File: config.mk
export PLATFORM = sky130hd
export DESIGN_NAME = pulse_bit_decoder
export DESIGN_NICKNAME = d
export VERILOG_FILES = /design/src/rtl/pulse_bit_pkg.sv /design/src/rtl/pulse_bit_datapath.sv /design/src/rtl/pulse_bit_control.sv /design/src/rtl/pulse_bit_decoder.sv
export SDC_FILE = /design/constraint.sdc
export NUM_CORES = 1
export LEC_CHECK = 0
export BUFFER_PORTS_ARGS = -buffer_cell sky130_fd_sc_hd__buf_2
export CAP_MARGIN = 40
export CORE_AREA = 2 2 39 41
export DETAILED_ROUTE_END_ITERATION = 10
export DIE_AREA = 0 0 41 43
export PLACE_DENSITY = 0.72
export SETUP_SLACK_MARGIN = 0.3
export SYNTH_ARGS = -nofsm -noshare
export SYNTH_HDL_FRONTEND = slang
export SYNTH_HIERARCHICAL = 1
export SYNTH_SLANG_ARGS = --single-unit
File: constraint.sdc
create_clock -name clk -period 2.6 [get_ports clk]
set_input_delay 0.26 -clock clk [delete_from_list [all_inputs] [get_ports clk]]
set_output_delay 0.26 -clock clk [all_outputs]
set_load 0.02 [all_outputs]
File: src/rtl/pulse_bit_pkg.sv
package pulse_bit_pkg;

  typedef enum logic [1:0] {
    ST_IDLE    = 2'd0,
    ST_MEASURE = 2'd1,
    ST_HOLD    = 2'd2
  } decState_t;

  // strobes from control to datapath
  typedef struct packed {
    logic winStart;  // load window counter with 1
    logic winStep;   // advance window counter
    logic commit;    // write a decision this cycle
    logic bitVal;    // value being written
  } decCtl_t;

endpackage

File: src/rtl/pulse_bit_datapath.sv
module pulse_bit_datapath
  import pulse_bit_pkg::*;
#(
  parameter int SYNC_STAGES = 2,
  parameter int REF_CYCLES  = 60,
  parameter int MIN_CYCLES  = 10
) (
  input  logic    clk,
  input  logic    rst,
  input  logic    pulseIn,
  input  decCtl_t ctl,
  output logic    lvl,
  output logic    rise,
  output logic    cntAtRef,
  output logic    cntGeMin,
  output logic    ledOn,
  output logic    bitValid,
  output logic    bitValue
);

  localparam int CNT_W = $clog2(REF_CYCLES + 1);
  localparam logic [CNT_W-1:0] REF_CNT = CNT_W'(REF_CYCLES);
  localparam logic [CNT_W-1:0] MIN_CNT = CNT_W'(MIN_CYCLES);
  localparam logic [CNT_W-1:0] ONE_CNT = CNT_W'(1);

  logic [SYNC_STAGES-1:0] syncChain;
  logic                   lvlPrev;
  logic [CNT_W-1:0]       winCnt;

  for (genvar i = 0; i < SYNC_STAGES; i++) begin : g_sync
    if (i == 0) begin : g_first
      always_ff @(posedge clk) begin
        if (rst) syncChain[0] <= 1'b0;
        else     syncChain[0] <= pulseIn;
      end
    end else begin : g_next
      always_ff @(posedge clk) begin
        if (rst) syncChain[i] <= 1'b0;
        else     syncChain[i] <= syncChain[i-1];
      end
    end
  end

  assign lvl = syncChain[SYNC_STAGES-1];

  always_ff @(posedge clk) begin
    if (rst) lvlPrev <= 1'b0;
    else     lvlPrev <= lvl;
  end

  assign rise = lvl & ~lvlPrev;

  always_ff @(posedge clk) begin
    if (rst)               winCnt <= '0;
    else if (ctl.winStart) winCnt <= ONE_CNT;
    else if (ctl.winStep)  winCnt <= winCnt + ONE_CNT;
  end

  assign cntAtRef = (winCnt == REF_CNT);
  assign cntGeMin = (winCnt >= MIN_CNT);

  always_ff @(posedge clk) begin
    if (rst) begin
      ledOn    <= 1'b0;
      bitValid <= 1'b0;
      bitValue <= 1'b0;
    end else begin
      bitValid <= ctl.commit;
      if (ctl.commit) begin
        ledOn    <= ctl.bitVal;
        bitValue <= ctl.bitVal;
      end
    end
  end

  // window counter never runs past the reference length
  assert_cnt_bound_R5: assert property (@(posedge clk) disable iff (rst)
    winCnt <= REF_CNT);

  // without a commit the light state does not move
  assert_led_hold_R7: assert property (@(posedge clk) disable iff (rst)
    !ctl.commit |=> $stable(ledOn));

  // strobe is a single cycle
  assert_strobe_single_R6: assert property (@(posedge clk) disable iff (rst)
    bitValid |=> !bitValid);

endmodule

File: src/rtl/pulse_bit_control.sv
module pulse_bit_control
  import pulse_bit_pkg::*;
(
  input  logic    clk,
  input  logic    rst,
  input  logic    lvl,
  input  logic    rise,
  input  logic    cntAtRef,
  input  logic    cntGeMin,
  output decCtl_t ctl
);

  decState_t state, stateNext;

  always_ff @(posedge clk) begin
    if (rst) state <= ST_IDLE;
    else     state <= stateNext;
  end

  always_comb begin
    stateNext = state;
    ctl       = '0;
    unique case (state)
      ST_IDLE: begin
        if (rise) begin
          ctl.winStart = 1'b1;
          stateNext    = ST_MEASURE;
        end
      end
      ST_MEASURE: begin
        if (!lvl) begin
          if (cntGeMin) begin
            ctl.commit = 1'b1;
            ctl.bitVal = 1'b0;
            if (cntAtRef) begin
              stateNext = ST_IDLE;
            end else begin
              ctl.winStep = 1'b1;
              stateNext   = ST_HOLD;
            end
          end else begin
            stateNext = ST_IDLE;   // runt: dropped
          end
        end else if (cntAtRef) begin
          ctl.commit = 1'b1;
          ctl.bitVal = 1'b1;
          stateNext  = ST_IDLE;
        end else begin
          ctl.winStep = 1'b1;
        end
      end
      ST_HOLD: begin
        if (cntAtRef) stateNext = ST_IDLE;
        else          ctl.winStep = 1'b1;
      end
      default: stateNext = ST_IDLE;
    endcase
  end

  // a 1 is only committed while the input is high at window end
  assert_one_at_ref_R3: assert property (@(posedge clk) disable iff (rst)
    (ctl.commit && ctl.bitVal) |-> (lvl && cntAtRef));

  // a 0 is only committed for a pulse of at least the minimum width
  assert_zero_min_R4: assert property (@(posedge clk) disable iff (rst)
    (ctl.commit && !ctl.bitVal) |-> (cntGeMin && !lvl));

  // an open window is never restarted by an edge
  assert_no_retrig_R5: assert property (@(posedge clk) disable iff (rst)
    (state == ST_HOLD) |=> (state != ST_MEASURE));

endmodule

File: src/rtl/pulse_bit_decoder.sv
module pulse_bit_decoder
  import pulse_bit_pkg::*;
#(
  parameter int SYNC_STAGES = 2,
  parameter int REF_CYCLES  = 60,
  parameter int MIN_CYCLES  = 10
) (
  input  logic clk,
  input  logic rst,
  input  logic pulseIn,
  output logic ledOn,
  output logic bitValid,
  output logic bitValue
);

  decCtl_t ctl;
  logic    lvl;
  logic    rise;
  logic    cntAtRef;
  logic    cntGeMin;

  pulse_bit_control u_control (
    .clk      (clk),
    .rst      (rst),
    .lvl      (lvl),
    .rise     (rise),
    .cntAtRef (cntAtRef),
    .cntGeMin (cntGeMin),
    .ctl      (ctl)
  );

  pulse_bit_datapath #(
    .SYNC_STAGES (SYNC_STAGES),
    .REF_CYCLES  (REF_CYCLES),
    .MIN_CYCLES  (MIN_CYCLES)
  ) u_datapath (
    .clk      (clk),
    .rst      (rst),
    .pulseIn  (pulseIn),
    .ctl      (ctl),
    .lvl      (lvl),
    .rise     (rise),
    .cntAtRef (cntAtRef),
    .cntGeMin (cntGeMin),
    .ledOn    (ledOn),
    .bitValid (bitValid),
    .bitValue (bitValue)
  );

endmodule

==> run_results.csv <==
group,metric,value,unit
run_status,status,"completed",
final_layout,regArea,260.3,µm²
synth,yosysUniqueCellTypes,30,
timing,skew,0.5897,ps
final_layout,multiInputGateArea,420.4,µm²
synth,ys_top_cells_by_area,"dfxtp_1, ha_1, nor2_1, nor2b_1, xor2_1",
synth,yosys.area.top_type,"dfxtp_1",
setup_path,cp_slowest_stage_delay,440,ps
clock_tree,cts_made_buffers,3,
grt,grt_pass1_wl,1863,µm
detailed_routing,drtIter0Drc,8,
synth,synth-seq-cells,13,
setup_path,critPathRequiredTime,2810,ps
place,post-place-ws,640.4,ps
setup_path,path_cells,"ha_1 -> o31ai_1 -> nand2_1 -> o21a_1 -> nor2_1 -> nor3b_1 -> buf_4 -> nand4_2 -> or3_1 -> a21oi_1",
setup_path,cp_slowest_cell,"dfxtp_1",
timing,hold_viol,0,
detailed_routing,vias,523,
timing,slew_headroom,65.74,%
synth,yosysTopAreaCellShare,37.01,%
synth,syn_inst,74,
detailed_routing,drcViolationCount,0,
power_and_ir_drop,powerDensity,448.9,nW/µm²
final_layout,fillers,136,
place,dpl_cell_area,748.2,µm²
clock_tree,clk_latency,270,ps
clock_tree,clock_sinks,13,
synth,synth.avg_cell_area,9.502,µm²
timing,finalSetupViolations,0,
clock_tree,root_buffer,"clkbuf_4",
timing,timing.fmax,502.5,MHz
power_and_ir_drop,sequentialPowerShare,59.2,%
synth,synth_warnings,6,
floorplanning,dieArea,1763,µm²
place,dp_hpwl,859,µm
timing,setup_tns,0,ps
grt,grt_max_degree,11,
floorplanning,ioPinCount,6,
setup_path,worstSetupStartpointType,"flip-flop",
grt,track_usage,16.06,%
final_layout,finalInstanceArea,774.5,µm²
clock_tree,clk_path_buf_depth,2,
final_layout,antenna_cells,0,
timing,period_minus_slack,1990,ps
detailed_routing,detail_route.wl_per_cell,11.73,µm
clock_tree,clk_pin_slew,80,ps
power_and_ir_drop,p_sw,76.62,µW
place,place.gp.congestion,0.8096,
power_and_ir_drop,netSwitchingFraction,22.04,%
power_and_ir_drop,clockPowerShare,35.0,%
timing,min_period_over_period,76.54,%
grt,antenna_found_initial,0,
power_and_ir_drop,leakage,0.3342,nW
detailed_routing,drt-total-wl,1161,µm
power_and_ir_drop,vdd_ir_drop_max,0.0003441,V
timing,worstMarginPinSlew,512.0,ps
synth,synth-seq-area-share,37.01,%
detailed_routing,drt-pass1-iter-count,4,
grt,grt_overflow_total,0,
floorplanning,fp.dieH,43,µm
setup_path,cp_max_fo,6,
clock_tree,post_cts_buffers,0,
min_path,holdCritPathClass,"in -> reg",
timing,setup_ws,609.9,ps
job,cap_violations,0,
place,io_buffers,5,
setup_path,worstPathArrival,2200,ps
final_layout,fin_cells,99,
clock_tree,holdBufCountCts,0,
clock_tree,htreeDepth,1,
final_layout,final_core_util,55.97,%
final_layout,fin_nets,94,
clock_tree,tritoncts,"yes",
synth,synth_area,703.2,µm²
final_layout,area_delta_synth_final,10.14,%
detailed_routing,viasPerCell,5.283,
power_and_ir_drop,power,347.7,µW
floorplanning,die_w,41,µm
floorplanning,initial_core_util,50.81,%
setup_path,crit_type,"reg -> reg",
place,dp.cells,95,
grt,grt_pass1_vias,455,
clock_tree,post_cts_resized,0,
floorplanning,rows,14,
final_layout,final_layout_size_suffix_gt1_share,20.48,%
power_and_ir_drop,comb_power_share,5.8,%
detailed_routing,antenna_left,0,
floorplanning,fp.coreArea,1384,µm²
setup_path,cp-end-kind,"flip-flop",
timing,rsz0062_at_grt,"no",
synth,syn-num-nets,84,
timing,finalMaxSlewViolations,0,
timing,whs,200.0,ps
power_and_ir_drop,p_int,271.0,µW
## final timing paths
check	startpoint	end	slack, ps	cells after the start
worst max-delay path	u_datapath/winCnt[1]	u_datapath/winCnt[5]	610	10
worst min-delay path	pulseIn	u_datapath/syncChain[0]	200	2
worst max register to register	u_datapath/winCnt[1]	u_datapath/winCnt[5]	610	10
worst min register to register	u_datapath/syncChain[0]	u_datapath/lvl	450	1
## kinds of logic (layout without fill, tap and decap cells)
family | after synthesis | after routing | share of synthesized area [%]
fa+ha+maj | 7 | 7 | 12.45
flops | 13 | 13 | 37.01
mux | 3 | 3 | 4.271
compound gates | 8 | 8 | 8.719
xor+xnor | 4 | 4 | 4.982
simple gates | 34 | 34 | 29.36
buf+inv | 5 | 14 | 3.203
## critical path: cells and delay by family, from the launching register on
kind	cells	cell delay [ps]
buffers and inverters	1	180
DFF	1	440
AOI/OAI and AO/OA	3	330
adders and majority gates	1	190
and+or+nand+nor	5	790
## placed cells by master (no fill, tap or decap), types with 2 or more instances in the layout
master / count
dfxtp_1: 13
mux2i_1: 3
inv_1: 4
buf_2: 5
nand3_1: 2
nor2_1: 10
clkbuf_4: 3
nand2_1: 4
ha_1: 7
xor2_1: 4
nor2b_1: 6
## state kept, by name, indices dropped and copies added (netlist names)
register / count
u_datapath/winCnt: 6
u_datapath/syncChain: 1
u_datapath/lvlPrev: 1
u_datapath/bitValue: 1
u_datapath/lvl: 1
u_datapath/bitValid: 1
u_control/state: 2
## cell usage after synthesis
cell type / n
o31ai_1: 1
o21a_1: 1
ha_1: 7
and2_1: 1
nor3b_1: 1
or2_2: 1
nor2b_1: 6
nor2_1: 10
a21o_2: 1
nand3_1: 2
nor2_8: 1
a21oi_1: 1
a31oi_1: 1
buf_4: 1
and2b_1: 1
and3_2: 1
nand2_1: 4
nand4_2: 1
nand3b_1: 1
o31ai_2: 1
mux2i_1: 3
dfxtp_1: 13
o21ai_0: 1
nand2b_1: 1
or3_1: 1
inv_1: 4
xor2_1: 4
nand4_1: 1
and4bb_2: 1
a21oi_2: 1
## power groups by stage
stage	clock network [mW]	registers [mW]	logic [mW]
after detailed placement	0	0.211	0.0201
after global routing	0.137	0.207	0.0223
after CTS	0.129	0.206	0.0202
after global placement	0	0.210	0.0198
final	0.122	0.206	0.0200
after floorplan	0	0.210	0.0141
## per-layer routing
layer	share of wire [%]	wire length, µm	global-route usage [%]
met5	0	0	0
met2	50	581	23.44
met4	0.86	10	12.00
met3	3.3	38	3.141
met1	46	530	19.67
## cell type report
class / count / share of cell area, %
inverter: 4 / 1.939
clock buffer: 4 / 3.393
timing repair buffer: 6 / 4.200
tap: 16 / 2.585
multi-input combinational: 56 / 54.28
sequential: 13 / 33.60
Note: power is estimated with default switching activity, not from simulation.
